**src/rtl/lcd_scan_pkg.sv**
```systemverilog
package lcd_scan_pkg;
  localparam int COMS = 16;

  typedef enum logic [1:0] {
    DUTY_8  = 2'd0,
    DUTY_11 = 2'd1,
    DUTY_16 = 2'd2
  } duty_e;

  function automatic logic [4:0] duty_rows(input duty_e d);
    case (d)
      DUTY_8:  return 5'd8;
      DUTY_11: return 5'd11;
      default: return 5'd16;
    endcase
  endfunction

  function automatic duty_e duty_pick(input logic two_line, input logic tall_font);
    if (two_line) return DUTY_16;
    if (tall_font) return DUTY_11;
    return DUTY_8;
  endfunction
endpackage

```
**src/rtl/lcd_row_timer.sv**
```systemverilog
module lcd_row_timer
  import lcd_scan_pkg::*;
#(
  parameter int ROW_LONG     = 400,
  parameter int ROW_SHORT    = 200,
  parameter int BLINK_FRAMES = 32,
  parameter int CNT_W        = 9
) (
  input  logic             clk,
  input  logic             rst,
  input  logic             two_line,
  input  logic             tall_font,
  output logic [CNT_W-1:0] cnt,
  output logic [3:0]       frow,
  output duty_e            duty_act,
  output logic             blink_phase,
  output logic             row_end
);
  localparam int FW = $clog2(BLINK_FRAMES + 1);

  logic [CNT_W-1:0] period_m1;
  logic             last_row;
  logic [FW-1:0]    fcnt;

  always_comb begin
    period_m1 = (duty_act == DUTY_16) ? CNT_W'(ROW_SHORT - 1) : CNT_W'(ROW_LONG - 1);
    row_end   = (cnt == period_m1);
    last_row  = ({1'b0, frow} == duty_rows(duty_act) - 5'd1);
  end

  always_ff @(posedge clk) begin
    if (rst) begin
      cnt         <= '0;
      frow        <= '0;
      duty_act    <= DUTY_16;
      fcnt        <= '0;
      blink_phase <= 1'b0;
    end else if (row_end) begin
      cnt <= '0;
      if (last_row) begin
        frow     <= '0;
        duty_act <= duty_pick(two_line, tall_font);
        if (fcnt == FW'(BLINK_FRAMES - 1)) begin
          fcnt        <= '0;
          blink_phase <= ~blink_phase;
        end else begin
          fcnt <= fcnt + FW'(1);
        end
      end else begin
        frow <= frow + 4'd1;
      end
    end else begin
      cnt <= cnt + CNT_W'(1);
    end
  end

  a_r1_row_below_duty: assert property (@(posedge clk) disable iff (rst)
    ({1'b0, frow} < duty_rows(duty_act)));
  a_r2_cnt_in_period: assert property (@(posedge clk) disable iff (rst)
    (cnt <= period_m1));
  a_r7_duty_holds_in_frame: assert property (@(posedge clk) disable iff (rst)
    !(row_end && last_row) |=> $stable(duty_act));
endmodule

```
**src/rtl/lcd_dot_fetch.sv**
```systemverilog
module lcd_dot_fetch
  import lcd_scan_pkg::*;
#(
  parameter int NSEG     = 40,
  parameter int EXT_DOTS = 40,
  parameter int CHAR_W   = 5,
  parameter int POS_W    = 5,
  parameter int CNT_W    = 9
) (
  input  logic              clk,
  input  logic              rst,
  input  logic [CNT_W-1:0]  cnt,
  input  logic [3:0]        frow,
  input  duty_e             duty_act,
  input  logic              blink_phase,
  input  logic              cur_en,
  input  logic              blink_en,
  input  logic [POS_W-1:0]  cur_pos,
  output logic [POS_W-1:0]  font_pos,
  output logic [3:0]        font_row,
  input  logic [CHAR_W-1:0] font_bits,
  output logic [NSEG-1:0]   sr,
  output logic              ext_sclk,
  output logic              ext_data
);
  localparam int TOTAL = NSEG + EXT_DOTS;
  localparam int TCH   = TOTAL / CHAR_W;
  localparam int COLW  = (CHAR_W > 1) ? $clog2(CHAR_W) : 1;

  int   dot_i, chr_i, col_i, rin_i, pos_i, bot_i;
  logic two, fire, force_c, pick;
  logic v1, v2, f1, f2;
  logic [COLW-1:0] col1, col2;

  always_comb begin
    dot_i   = TOTAL - 1 - int'(cnt);
    chr_i   = dot_i / CHAR_W;
    col_i   = dot_i % CHAR_W;
    two     = (duty_act == DUTY_16);
    rin_i   = two ? int'(frow[2:0]) : int'(frow);
    pos_i   = (two && frow[3]) ? chr_i + TCH : chr_i;
    bot_i   = (duty_act == DUTY_11) ? 10 : 7;
    fire    = int'(cnt) < TOTAL;
    force_c = (pos_i == int'(cur_pos)) &&
              ((blink_en && blink_phase) || (cur_en && rin_i == bot_i));
    pick    = font_bits[CHAR_W - 1 - int'(col2)];
  end

  always_ff @(posedge clk) begin
    if (rst) begin
      v1 <= 1'b0; v2 <= 1'b0; f1 <= 1'b0; f2 <= 1'b0;
      col1 <= '0; col2 <= '0;
      font_pos <= '0; font_row <= '0;
      sr <= '0; ext_sclk <= 1'b0; ext_data <= 1'b0;
    end else begin
      v1 <= fire;
      if (fire) begin
        font_pos <= POS_W'(pos_i);
        font_row <= 4'(rin_i);
        col1     <= COLW'(col_i);
        f1       <= force_c;
      end
      v2       <= v1;
      col2     <= col1;
      f2       <= f1;
      ext_sclk <= v2;
      if (v2) begin
        sr       <= {sr[NSEG-2:0], f2 | pick};
        ext_data <= sr[NSEG-1];
      end
    end
  end

  a_r3_fetch_pipe_clean: assert property (@(posedge clk) disable iff (rst)
    ext_sclk |-> !fire || int'(cnt) >= 2);
endmodule

```
**src/rtl/lcd_seg_drive.sv**
```systemverilog
module lcd_seg_drive
  import lcd_scan_pkg::*;
#(
  parameter int NSEG = 40
) (
  input  logic            clk,
  input  logic            rst,
  input  logic            row_end,
  input  logic [3:0]      frow,
  input  logic [NSEG-1:0] sr,
  input  logic            disp_en,
  input  logic            alt_per_row,
  output logic [NSEG-1:0] seg_out,
  output logic [COMS-1:0] com_out,
  output logic            ext_latch,
  output logic            frame_start,
  output logic            alt_out
);
  logic [NSEG-1:0] hold;

  always_ff @(posedge clk) begin
    if (rst) begin
      hold <= '0; seg_out <= '0; com_out <= '0;
      ext_latch <= 1'b0; frame_start <= 1'b0; alt_out <= 1'b0;
    end else if (row_end) begin
      hold        <= sr;
      seg_out     <= disp_en ? sr : '0;
      com_out     <= COMS'(1) << frow;
      ext_latch   <= 1'b1;
      frame_start <= (frow == 4'd0);
      if (alt_per_row || frow == 4'd0) alt_out <= ~alt_out;
    end else begin
      seg_out     <= disp_en ? hold : '0;
      ext_latch   <= 1'b0;
      frame_start <= 1'b0;
    end
  end

  a_r1_com_onehot: assert property (@(posedge clk) disable iff (rst)
    $onehot0(com_out));
  a_r1_com_steady: assert property (@(posedge clk) disable iff (rst)
    !ext_latch |-> $stable(com_out));
  a_r7_strobe_at_row0: assert property (@(posedge clk) disable iff (rst)
    frame_start |-> (ext_latch && com_out[0]));
  a_r5_alt_at_row_change: assert property (@(posedge clk) disable iff (rst)
    !$stable(alt_out) |-> ext_latch);
  a_r5_alt_per_row: assert property (@(posedge clk) disable iff (rst)
    (ext_latch && $past(alt_per_row)) |-> (alt_out != $past(alt_out)));
  a_r6_blank_when_off: assert property (@(posedge clk) disable iff (rst)
    !$past(disp_en) |-> (seg_out == '0));
endmodule

```
**src/rtl/lcd_scan_timing.sv**
```systemverilog
module lcd_scan_timing
  import lcd_scan_pkg::*;
#(
  parameter int NSEG         = 40,
  parameter int EXT_DOTS     = 40,
  parameter int CHAR_W       = 5,
  parameter int ROW_LONG     = 400,
  parameter int ROW_SHORT    = 200,
  parameter int BLINK_FRAMES = 32,
  localparam int TOTAL = NSEG + EXT_DOTS,
  localparam int POS_W = $clog2(2 * (TOTAL / CHAR_W)),
  localparam int CNT_W = $clog2(((ROW_LONG > ROW_SHORT) ? ROW_LONG : ROW_SHORT) + 1)
) (
  input  logic              clk,
  input  logic              rst,
  input  logic              two_line,
  input  logic              tall_font,
  input  logic              disp_en,
  input  logic              cur_en,
  input  logic              blink_en,
  input  logic [POS_W-1:0]  cur_pos,
  input  logic              alt_per_row,
  output logic [POS_W-1:0]  font_pos,
  output logic [3:0]        font_row,
  input  logic [CHAR_W-1:0] font_bits,
  output logic [NSEG-1:0]   seg_out,
  output logic [15:0]       com_out,
  output logic              frame_start,
  output logic              ext_sclk,
  output logic              ext_latch,
  output logic              ext_data,
  output logic              alt_out
);
  localparam int SCW = $clog2(TOTAL + 1);

  logic [CNT_W-1:0] cnt;
  logic [3:0]       frow;
  duty_e            duty_act;
  logic             blink_phase, row_end;
  logic [NSEG-1:0]  sr;

  lcd_row_timer #(
    .ROW_LONG(ROW_LONG), .ROW_SHORT(ROW_SHORT),
    .BLINK_FRAMES(BLINK_FRAMES), .CNT_W(CNT_W)
  ) u_timer (
    .clk(clk), .rst(rst), .two_line(two_line), .tall_font(tall_font),
    .cnt(cnt), .frow(frow), .duty_act(duty_act),
    .blink_phase(blink_phase), .row_end(row_end)
  );

  lcd_dot_fetch #(
    .NSEG(NSEG), .EXT_DOTS(EXT_DOTS), .CHAR_W(CHAR_W),
    .POS_W(POS_W), .CNT_W(CNT_W)
  ) u_fetch (
    .clk(clk), .rst(rst), .cnt(cnt), .frow(frow), .duty_act(duty_act),
    .blink_phase(blink_phase), .cur_en(cur_en), .blink_en(blink_en),
    .cur_pos(cur_pos), .font_pos(font_pos), .font_row(font_row),
    .font_bits(font_bits), .sr(sr), .ext_sclk(ext_sclk), .ext_data(ext_data)
  );

  lcd_seg_drive #(.NSEG(NSEG)) u_drive (
    .clk(clk), .rst(rst), .row_end(row_end), .frow(frow), .sr(sr),
    .disp_en(disp_en), .alt_per_row(alt_per_row), .seg_out(seg_out),
    .com_out(com_out), .ext_latch(ext_latch), .frame_start(frame_start),
    .alt_out(alt_out)
  );

  // Checker state: shift pulses seen since the previous row change.
  logic [SCW-1:0] sclk_seen;
  always_ff @(posedge clk) begin
    if (rst) sclk_seen <= '0;
    else if (ext_latch) sclk_seen <= SCW'(ext_sclk);
    else sclk_seen <= sclk_seen + SCW'(ext_sclk);
  end

  a_r4_shift_count: assert property (@(posedge clk) disable iff (rst)
    ext_latch |-> (sclk_seen == SCW'(TOTAL)));
  a_r4_no_shift_at_latch: assert property (@(posedge clk) disable iff (rst)
    ext_latch |-> !ext_sclk);
endmodule

```
**config.mk**
```make
export PLATFORM = sky130hd
export DESIGN_NAME = lcd_scan_timing
export DESIGN_NICKNAME = d
export VERILOG_FILES = /design/src/rtl/lcd_scan_pkg.sv /design/src/rtl/lcd_row_timer.sv /design/src/rtl/lcd_dot_fetch.sv /design/src/rtl/lcd_seg_drive.sv /design/src/rtl/lcd_scan_timing.sv
export SDC_FILE = /design/constraint.sdc
export NUM_CORES = 1
export LEC_CHECK = 0
export ABC_AREA = 1
export BUFFER_PORTS_ARGS = -buffer_cell sky130_fd_sc_hd__buf_2
export CAP_MARGIN = 5
export CORE_MARGIN = 5
export CORE_UTILIZATION = 58
export CTS_CLUSTER_SIZE = 40
export DETAILED_ROUTE_END_ITERATION = 8
export GPL_ROUTABILITY_DRIVEN = 0
export PLACE_DENSITY_LB_ADDON = 0.3
export SETUP_SLACK_MARGIN = 0.1
export SLEW_MARGIN = 25
export SYNTH_ARGS = -nofsm -noshare
export SYNTH_HDL_FRONTEND = slang
export SYNTH_SLANG_ARGS = --single-unit
```
**constraint.sdc**
```tcl
create_clock -name clk -period 6.5 [get_ports clk]
set_input_delay 0.65 -clock clk [delete_from_list [all_inputs] [get_ports clk]]
set_output_delay 0.65 -clock clk [all_outputs]
set_load 0.02 [all_outputs]
```
After elaboration in Yosys (flattened, before gate mapping)
Cells that the tools add are included.

operators by class
  muxes and demuxes = 27
  magnitude comparators = 2
  div/mod/pow operators = 2
  reduce and logical (&&, ||, !) cells = 13
  multiply operators = 0
  eq/ne operators = 7
  shift-type cells = 1
  bitwise gates (word level) = 4
  $add $sub $neg = 7

operators with widths
  cell                     count
  $mux W40                 3
  $add A32 B6 Y32 const B  1
  $div A32 B4 Y32 const B  1
  $eq A32 B32 Y1           1
  $eq A32 B6 Y1            1
  $lt A32 B5 Y1 const B    1
  $mod A32 B4 Y32 const B  1
  $mux W32                 1
  $shl A1 B4 Y16 const A   1
  $mux W1                  12
  $mux W4                  3
  $pmux W5 S2              1
  $sub A7 B9 Y10 const A   1
  $add A9 B1 Y9 const B    1
  $eq A9 B9 Y1             1
  $lt A9 B7 Y1 const B     1
  $mux W9                  1
  $mux W2                  4
  $add A6 B1 Y6 const B    1
  $eq A6 B5 Y1 const B     1
  $mux W6                  1
  $eq A4 B5 Y1             1
  $sub A5 B1 Y5 const B    1
  $add A4 B1 Y4 const B    1
  13 further kinds         21

storage, ports and cells
  bits in latches = 0
  register bits = 182
  bits in writable memories = 0
  ROM bits = 0
  bits of input ports = 18
  memories kept = 0

Longest topological paths before layout
Gate-level depths: netlist of run 1.

  depth in word-level cells = 13
  gate-level depth with buffers = 65

Modules after synthesis
From an unflattened synthesis of run 1, not the netlist that was laid out.

unflattened totals
  cells, all modules = 1,081
  area, all modules = 8,194.1 um^2

modules (own cells, without submodules)
  module         cells each  area each (um^2)  seq. area each (um^2)  instances
  lcd_dot_fetch  553         3,616.0           1,221.2                1
  lcd_seg_drive  362         3,429.5           1,981.9                1
  lcd_row_timer  166         1,148.6           440.4                  1

Worst setup path before layout of run 1
No wires, ideal clock.

  kind = flip-flop to flip-flop
  from = register u_timer.cnt[4]
  to = register u_fetch.f1
  slack = 0.578 ns
  stages on the path, launching flop included = 57
  data arrival time = 5.863 ns
  setup time = 0.059 ns
  path through = dfxtp_1 -> inv_1 -> ha_1 -> inv_1 -> nand3_1 -> nor2_2 -> nand2_1 -> nand3_2 -> nand2_2 -> a21oi_1 -> nand2_1 -> nand2_2 -> nand2_2 -> nand2_4 -> nand2_1 -> nand3_2 -> nand3_4 -> nand2_2 -> [21 not listed] -> ha_1 -> inv_1 -> nor2_1 -> nand2_1 -> nand2_1 -> nand2_1 -> nand2_1 -> inv_1 -> ha_1 -> nand2_1 -> nand4_1 -> a211oi_1 -> nand2_1 -> nor2_1 -> nand3_1 -> nor2_1 -> nand3_1 -> nand2_1

on the way
  longest elaborated chain between the ends = 6
  elaborated cells between the ends (all ways) = 7

RTL lines
  element                 line                 source
  from (decl)             lcd_row_timer.sv:13  output logic [CNT_W-1:0] cnt,
  from (signal assigned)  lcd_row_timer.sv:53  cnt <= cnt + CNT_W'(1);
  $sub A7 B9 Y10          lcd_dot_fetch.sv:36  dot_i = TOTAL - 1 - int'(cnt);
  $div A32 B4 Y32         lcd_dot_fetch.sv:37  chr_i = dot_i / CHAR_W;
  $add A32 B6 Y32         lcd_dot_fetch.sv:41  pos_i = (two && frow[3]) ? chr_i + TCH : chr_i;
  $mux W32                lcd_dot_fetch.sv:41
  $eq A32 B6 Y1           lcd_dot_fetch.sv:44  force_c = (pos_i == int'(cur_pos)) &&
  $logic_and A1 B1 Y1     lcd_dot_fetch.sv:44
  to (signal assigned)    lcd_dot_fetch.sv:61  f1 <= force_c;
  to (decl)               lcd_dot_fetch.sv:32  logic v1, v2, f1, f2;

Parallel ways exist; a longest one is shown, timed or not.
A chain may end at the register's enable or synchronous reset.

Worst setup path after layout of run 1
  from = register u_timer.cnt[5]
  to = register u_fetch.f1

Same word-level chain as after synthesis.

==> reports/qor.csv, run 1 <==
metric;value;unit
ff2ff_setup_slack;0.47;ns
ys_seq_area_frac;0.476;
clock-root-buffer;clkbuf_16;
via_count;6601;
start_util;0.585;
startpoint_type;flop;
areaGrowthSynthToFinish;20.3;%
layout_min_cycle_time;6.03;ns
diodes;0;
endpoint_kind;flop;
crit_path_start;u_timer.cnt[5];
synth_common_cells;nand2_1 (245), dfxtp_1 (182), nor2_1 (127), inv_1 (84), o21ai_0 (75);
setup_violations;0;
whs_path_depth;2;
drive_gt1_frac;0.235;
synth_seq_cells;182;
ys_dominant_reg_cell;dfxtp_1;
cpMostUsedCell;nand2_4;
setup.worst_path.class;flop to flop;
utilization;0.703;
grt_pass1_vias;5947;
rows;42;
cts_inserted_buffers;17;
die_h;125;µm
clockBufferDepth;2;
cp_slowest_stage_delay;0.38;ns
grt_util_all_layers;0.201;
p_per_area;250;mW/mm²
synth_async_sr_flop_share;0;
ys_types;44;
wirelength;16200;µm
clock-sinks;182;
dieArea;0.0156;mm²
post_drt_wl_per_cell;12.5;µm
slew_viol_final;0;
dr.pass1.iters;4;
netlist_top_cells_area;dfxtp_1 (48%), nand2_1 (12%), nor2_1 (6.2%), o21ai_0 (4.9%), inv_1 (4.1%);
ant_nets;0;
worstPathArrival;6.40;ns
cp.required;6.87;ns
worst_slack;0.469;ns
reg2reg_from;u_timer.cnt[5];
ctsHoldBuffers;0;
status;completed;
worstSetupEndpoint;u_fetch.f1;
irDropWorstVdd;193;µV
hold_viol;0;
slew_headroom;0.340;
grt_start_max_net_pins;59;
yosysMostFrequentCell;nand2_1;
fmax;166;MHz
rsz0062_at_grt;no;
clk-insertion-delay-late;0.43;ns
io_pins;88;
slowest_stage;dfxtp_4;
syn_area_per_cell;7.56;µm²
tightest_slew;0.988;ns
syn_nets;1048;
drc;0;
setup_tns;0;ns
clk_pin_slew;0.07;ns
cp_max_fo;5;
ys.warnings.count;0;
antenna_found_initial;0;
maxCapViolCount;0;
dpl.hpwl;10500;µm
r2r_cells;60;
cts_tree;built;
portBuffers;87;
drtIter0Drc;434;
power.leakage;4.35;nW
r2r-end;u_fetch.f1;
syn_area;0.00765;mm²
synth_cells;1012;
synth_edf_count;0;
min_period_over_period;0.928;
fin_skew;0.0124;ns
preCtsSetupSlack;0.0530;ns
hold_path.class;flop to flop;
synth_largest_area_cell;dfxtp_1;
viasPerCell;5.11;
synth_top_area_frac;0.476;
layout.nets;1141;
htreeDepth;4;
coreArea;0.0131;mm²
grt_overflow;0;
grt_first_pass_wirelength;26500;µm
die_w;125;µm
## worst min-delay path by stage
stage,from,endpoint,slack [ns]
final,u_fetch.v1,u_fetch.v2,0.42
after global placement,u_fetch.v1,u_fetch.v2,0.39
after floorplan,u_fetch.v1,u_fetch.v2,0.39
after detailed placement,u_fetch.v1,u_fetch.v2,0.40
after global routing,u_fetch.v1,u_fetch.v2,0.43
after CTS,u_fetch.v1,u_fetch.v2,0.42
## where the power goes
part	internal [mW]	switching (mW)
clock network	0.544	0.434
logic	0.0609	0.103
registers	1.14	0.0164
total	1.75	0.553
## worst max-delay path, delay by kind of cell, from the launching register on
family                   cells  cell delay [ns]
AO/OA/AOI/OAI                3             0.58
XOR/XNOR                     1             0.16
adder cells (fa/ha/maj)      5             0.91
buffers and inverters       14             0.87
flip-flops                   1             0.38
AND/OR/NAND/NOR             37             3.06
## kinds of logic after synthesis
group | share of synthesized area
XOR/XNOR | 0.0182
AO/OA/AOI/OAI | 0.116
flip-flops | 0.476
adder cells (fa/ha/maj) | 0.0294
buffers and inverters | 0.0693
AND/OR/NAND/NOR | 0.291
## sequential cells by signal (all words and copies together), names as in the netlist
register and cells:
u_fetch.ext_data 1, u_fetch.col1 3, u_fetch.v2 1, u_drive.com_out 16, u_timer.cnt 9, u_timer.frow 4, u_fetch.col2 3, u_fetch.sr 40
u_drive.frame_start 1, u_drive.seg_out 40, u_drive.ext_latch 1, u_fetch.f2 1, u_fetch.v1 1, u_fetch.font_row 4, u_fetch.ext_sclk 1, u_fetch.font_pos 5
u_drive.hold 40, u_drive.alt_out 1, u_timer.blink_phase 1, u_timer.fcnt 6, u_fetch.f1 1, u_timer.duty_act 2
## placed cells by master (no fill, tap or decap), types with 3 or more instances in the layout
master     Yosys  layout
nor2_1       127     124
xor2_1         9       8
nand3_1       53      42
nand3_4        4       7
nor3_1        13      13
buf_4          1      26
a21oi_1       61      60
a32o_1         5       5
a21oi_2        2       3
buf_2          1      87
o21ai_0       75      74
nand4_1       12      12
nand2_1      245     228
inv_6          0       4
inv_2         12      23
inv_1         84      72
ha_1          18      15
nor2_4         2       4
dfxtp_2        0       4
nand2_2       23      27
dfxtp_1      182     176
o41ai_1        3       3
clkbuf_16      0      17
nand3_2        6      14
o21bai_1       4       3
xnor2_1        5       5
nor2_2         2       3
nand2_4        6      19
## metrics by stage
stage                     std cells  hold WS, ns  instance area, µm²  power, mW
after global routing           1292        0.426                9200       2.39
after floorplan                1012        0.388                7650       1.30
after detailed placement       1246        0.400                8260       1.34
after CTS                      1276        0.422                8820       2.30
after global placement         1245        0.390                8230       1.33
final                          1292        0.424                9200       2.30
## area by class of cell
cell class	instances	area, µm²
Multi-Input combinational cell	692	3730
Tap cell	176	220
Clock buffer	19	443
Sequential cell	182	3660
Timing Repair Buffer	115	669
Fill cell	1049	3880
Clock inverter	11	116
Inverter	97	367
## timing repair
item / 4_1_cts / 5_1_grt
buffers inserted: 0 / 16
endpoints found under the setup margin: 1 / 1
gates resized for setup: 2 / 77
pin swaps: 0 / 37
## routing by layer
metal,track usage,part of all wire,up-vias
li1,-,-,3436
met1,0.259,0.46,2979
met2,0.321,0.47,148
met3,0.0527,0.046,38
met4,0.0810,0.027,0
met5,0,0,-
Note: power is estimated with default switching activity, not from simulation.
==> inputs of run 2 (changes only) <==
CORE_UTILIZATION = 63   (was 58)
RECOVER_POWER = 100   (was unset)
clock period = 7.4 ns   (was 6.5 ns; I/O delays follow)
==> reports/qor.csv, run 2 (synthesized netlist as in run 1, its figures left out) <==
metric;value;unit
grt_overflow;0;
slew_viol_final;113;
clk_pin_slew;0.07;ns
clk-insertion-delay-late;0.43;ns
largest_registers;u_drive.hold x40, u_drive.seg_out x40, u_fetch.sr x40;
cp_max_fo;28;
clock-sinks;182;
grt_start_max_net_pins;59;
min_period_over_period;0.889;
startpoint_type;flop;
portBuffers;87;
mostFrequentLayoutCells;nand2_1 (245), dfxtp_1 (179), nor2_1 (126);
drc;0;
cts_tree;built;
die_h;120;µm
setup_violations;0;
status;finished with violations;
io_pins;88;
post_drt_wl_per_cell;13.2;µm
power.leakage;3.88;nW
worstPathArrival;6.95;ns
rows;40;
p_per_area;234;mW/mm²
grt_util_all_layers;0.226;
maxCapViolCount;2;
final_common_cell;nand2_1;
hold_viol;0;
dpl.hpwl;10800;µm
htreeDepth;4;
dieArea;0.0144;mm²
drtIter0Drc;441;
setup_tns;0;ns
areaGrowthSynthToFinish;13.3;%
violations;max-capacitance violations, max-slew violations;
pwr-share-clk;0.430;
coreArea;0.0120;mm²
cts_inserted_buffers;17;
layout_min_cycle_time;6.58;ns
dr.pass1.iters;5;
internal_power;1.54;mW
tightest_slew;2.00;ns
p_total;2.03;mW
grt_pass1_vias;6054;
p_switching;0.488;mW
clockBufferDepth;2;
layout.nets;1120;
hold_path.class;flop to flop;
fmax;152;MHz
fin_skew;0.00974;ns
endpoint_kind;flop;
cp.required;7.77;ns
irDropWorstVdd;175;µV
setup.worst_path.class;flop to flop;
clock-root-buffer;clkbuf_16;
die_w;120;µm
ant_nets;0;
viasPerCell;5.31;
grt_first_pass_wirelength;27200;µm
slowest_stage;dfxtp_1;
antenna_found_initial;1;
cpMostUsedCell;nand2_1;
cp_slowest_stage_delay;0.52;ns
combPwrFrac;0.068;
slew_headroom;-0.332;
start_util;0.640;
seqPwrFrac;0.502;
via_count;6603;
rsz0062_at_grt;no;
drive_gt1_frac;0.109;
switching_share;0.241;
ctsHoldBuffers;0;
wirelength;16500;µm
[run 2: changes by cell type in the layout (fill, tap and decap cells not counted), moves of 6 or more]
cell      change
buf_4        -21
nand2_4      -13
buf_2        -71
inv_1        +12
nand3_1       +9
nand3_2       -6
clkbuf_1     +74
inv_2        -11
nand2_1      +17
[run 2: critical path, delay by kind of cell, from the launching register on]
family	cells	cell delay, ns
flops	1	0.52
buf+inv	8	0.56
compound gates	2	0.36
fa+ha+maj	4	0.75
xor+xnor	2	0.41
simple gates	39	3.91
[run 2: timing repair]
| item | CTS | global route |
|---|---|---|
| setup endpoints to repair | 0 | 1 |
| gates resized for setup | 0 | 11 |
| buffers inserted | 0 | 1 |
[run 2: per-layer routing]
| layer | GRT usage | vias to the layer above | routed length, µm |
|---|---|---|---|
| met3 | 0.0412 | 25 | 719 |
| li1 | - | 3394 | - |
| met5 | 0 | - | 0 |
| met2 | 0.374 | 152 | 7780 |
| met1 | 0.295 | 3032 | 7630 |
| met4 | 0.0838 | 0 | 335 |
[run 2: path summary, 6_finish.rpt]
check | depth (start not counted) | slack [ns] | start | end
setup / recovery | 55 | 0.82 | u_timer.cnt[6] | u_fetch.f1
hold / removal | 2 | 0.41 | u_fetch.v1 | u_fetch.v2
setup reg to reg | 55 | 0.82 | u_timer.cnt[6] | u_fetch.f1
hold reg to reg | 2 | 0.41 | u_fetch.v1 | u_fetch.v2
[run 2: per-stage QoR]
stage | hold slack (ns) | instances | area [µm²] | worst slack (ns) | utilization
after detailed placement | 0.394 | 1210 | 8150 | 0.772 | 0.681
after global placement | 0.392 | 1210 | 8150 | 0.978 | 0.681
after CTS | 0.404 | 1241 | 8720 | 0.690 | 0.729
after global routing | 0.411 | 1244 | 8670 | 0.0637 | 0.725
final | 0.407 | 1244 | 8670 | 0.823 | 0.725
after floorplan | 0.388 | 1012 | 7650 | 1.48 | -
[run 2: cell type report]
type                       count  area, µm²
tap                          147        184
timing repair buffer          94        392
multi-input combinational    692       3500
clock buffer                  21        460
clock inverter                10        110
sequential                   182       3650
fill                         954       3290
antenna                        1       2.50
inverter                      97        364
[run 2: power groups by stage]
stage               logic [mW]  registers, mW  clock network (mW)
global placement         0.130           1.04                   0
floorplan               0.0994           1.04                   0
finish                   0.137           1.02               0.873
CTS                      0.136           1.02               0.882
detailed placement       0.134           1.04                   0
global route             0.157           1.02               0.930
==> inputs of run 3 (changes only) <==
SYNTH_HIERARCHICAL = 1   (was unset)
==> reports/qor.csv, run 3 <==
metric;value;unit
hold_path.class;flop to flop;
synth.area.mux_share;0;
internal_power;1.59;mW
mostFrequentLayoutCells;nor2_1 (221), dfxtp_1 (180), nand2_1 (179);
slowest_stage;dfxtp_1;
startpoint_type;flop;
fmax;151;MHz
drtIter0Drc;548;
worstSetupEndpoint;u_fetch/f1;
crit_cells;56;
clock-sinks;182;
path_delay_family;simple AND/OR/NAND/NOR gates;
grt_util_all_layers;0.225;
synth_largest_area_cell;dfxtp_1;
fillers;1133;
areaGrowthSynthToFinish;10.2;%
synth_edf_count;0;
setup.worst_path.class;flop to flop;
reg2reg_from;u_timer/cnt[0];
synth-compound-area-share;0.0724;
portBuffers;87;
clk_pin_slew;0.06;ns
drc;0;
largest_registers;u_drive/hold x40, u_drive/seg_out x40, u_fetch/sr x40;
combPwrFrac;0.064;
clock-root-buffer;clkbuf_16;
ys_dominant_reg_cell;dfxtp_1;
p_per_area;229;mW/mm²
hold_viol;0;
ys.warnings.count;6;
clk-insertion-delay-late;0.42;ns
grt_use_met1;0.295;
ys_seq_area_frac;0.445;
grt.busiest_layer;met2;
r2r-end;u_fetch/f1;
coreArea;0.0127;mm²
layout_min_cycle_time;6.61;ns
violations;max-capacitance violations, max-slew violations;
cp_max_fo;9;
ys_types;46;
tightest_slew;3.41;ns
slew_viol_final;222;
rsz0062_at_grt;no;
cp.required;7.77;ns
htreeDepth;4;
whs;0.403;ns
drive_gt1_frac;0.117;
wirelength;17200;µm
cp_num_buf_inv;9;
grt_first_pass_wirelength;28100;µm
synthSimpleGateAreaFrac;0.370;
clockBufferDepth;2;
crit_path_start;u_timer/cnt[0];
syn_nets;1113;
yosysMostFrequentCell;nor2_1;
cts_tree;built;
grt_use_met2;0.385;
p_switching;0.472;mW
pwr-share-clk;0.443;
seqPwrFrac;0.493;
endpoint_kind;flop;
place_inst;1299;
syn_area_per_cell;7.58;µm²
r2r_cells;56;
grt_pass1_vias;6270;
irDropWorstVdd;135;µV
stdcell_count;1329;
maxCapViolCount;4;
die_h;124;µm
ff2ff_setup_slack;0.79;ns
min_period_over_period;0.894;
cts_inserted_buffers;17;
setup_tns;0;ns
synth_xor_area_frac;0.00962;
ant_nets;0;
io_pins;88;
via_count;7000;
cpMostUsedCell;nand2_1;
status;finished with violations;
worstPathArrival;6.98;ns
grt_overflow;0;
slew_headroom;-1.27;
netlist_top_cells_area;dfxtp_1 (44%), nor2_1 (9.3%), nand2_1 (8.1%), inv_1 (4.1%), nand3_1 (3.5%);
fin_skew;0.00968;ns
global_route.usage.met3;0.0341;
rows;41;
power.leakage;3.95;nW
start_util;0.647;
synth_cells;1081;
final_common_cell;nor2_1;
synth-adder-area-share;0.0214;
ctsHoldBuffers;0;
synth_top_family_by_area;simple AND/OR/NAND/NOR gates;
synth_top_area_frac;0.445;
die_w;124;µm
layout.nets;1178;
post_drt_wl_per_cell;12.9;µm
syn_area;0.00819;mm²
diodes;0;
antenna_found_initial;0;
synth_common_cells;nor2_1 (202), dfxtp_1 (182), nand2_1 (177), inv_1 (89), nand3_1 (58);
synth_async_sr_flop_share;0;
grt_start_max_net_pins;75;
switching_share;0.228;
dr.pass1.iters;5;
dieArea;0.0154;mm²
cp_slowest_stage_delay;0.52;ns
setup_violations;0;
synth_seq_cells;182;
viasPerCell;5.27;
dpl.hpwl;11100;µm
[run 3: cell types whose count changed after synthesis, moves of 20 or more]
cell,delta
nor4_1,+26
a21oi_1,-29
nor2_1,+75
nor3_1,+28
o21ai_0,-20
nand2_1,-68
[run 3: worst min path at each step]
stage | slack (ns) | to | cells past startpoint | startpoint
CTS | 0.40 | u_fetch/v2 | 2 | u_fetch/v1
global placement | 0.39 | u_fetch/v2 | 2 | u_fetch/v1
global route | 0.43 | u_fetch/f2 | 2 | u_fetch/f1
finish | 0.40 | u_fetch/v2 | 2 | u_fetch/v1
floorplan | 0.39 | u_fetch/v2 | 2 | u_fetch/v1
detailed placement | 0.40 | u_fetch/v2 | 2 | u_fetch/v1
[run 3: layer usage]
metal / vias to the layer above / routed length [µm]
met4: 0 / 163
met2: 128 / 8290
met3: 15 / 653
met1: 3210 / 8060
li1: 3647 / -
met5: - / 0
[run 3: timing repair]
item                                    CTS  global route
resized for setup                         0             4
buffers inserted                          0             0
endpoints found under the setup margin    0             1
[run 3: logic make-up (layout without fill, tap and decap cells)]
group | Yosys count | count (layout)
AOI/OAI and AO/OA | 108 | 108
xor gates and xnor gates | 9 | 9
adders and majority gates | 14 | 14
buffers and inverters | 158 | 234
DFF | 182 | 182
and+or+nand+nor | 610 | 610
[run 3: power by group through the flow]
stage | Combinational [mW] | Sequential [mW] | Clock, mW
final | 0.132 | 1.02 | 0.916
after global routing | 0.150 | 1.02 | 0.970
after CTS | 0.134 | 1.02 | 0.927
after detailed placement | 0.133 | 1.04 | 0
after global placement | 0.130 | 1.04 | 0
after floorplan | 0.101 | 1.04 | 0
[run 3: worst min-delay path, delay by kind of cell (launching register included)]
kind,cells,cell delay (ns)
buffers and inverters,1,0.04
and+or+nand+nor,1,0.03
DFF,1,0.30
[run 3: cell type report]
class / instances / area, µm² / share of cell area
multi-input cells: 741 / 3770 / 0.417
flip-flops and latches: 182 / 3650 / 0.404
clock buffers: 20 / 457 / 0.0506
inverters: 111 / 419 / 0.0464
repair buffers: 93 / 384 / 0.0425
well taps: 172 / 215 / 0.0238
clock inverters: 10 / 144 / 0.0159
[run 3: stage by stage]
step,power (mW),util,setup WS (ns),area [µm²]
detailed placement,1.17,0.682,0.774,8650
floorplan,1.14,-,1.57,8190
CTS,2.08,0.730,0.744,9250
finish,2.07,0.713,0.785,9030
global placement,1.17,0.682,1.09,8650
global route,2.14,0.713,0.122,9030
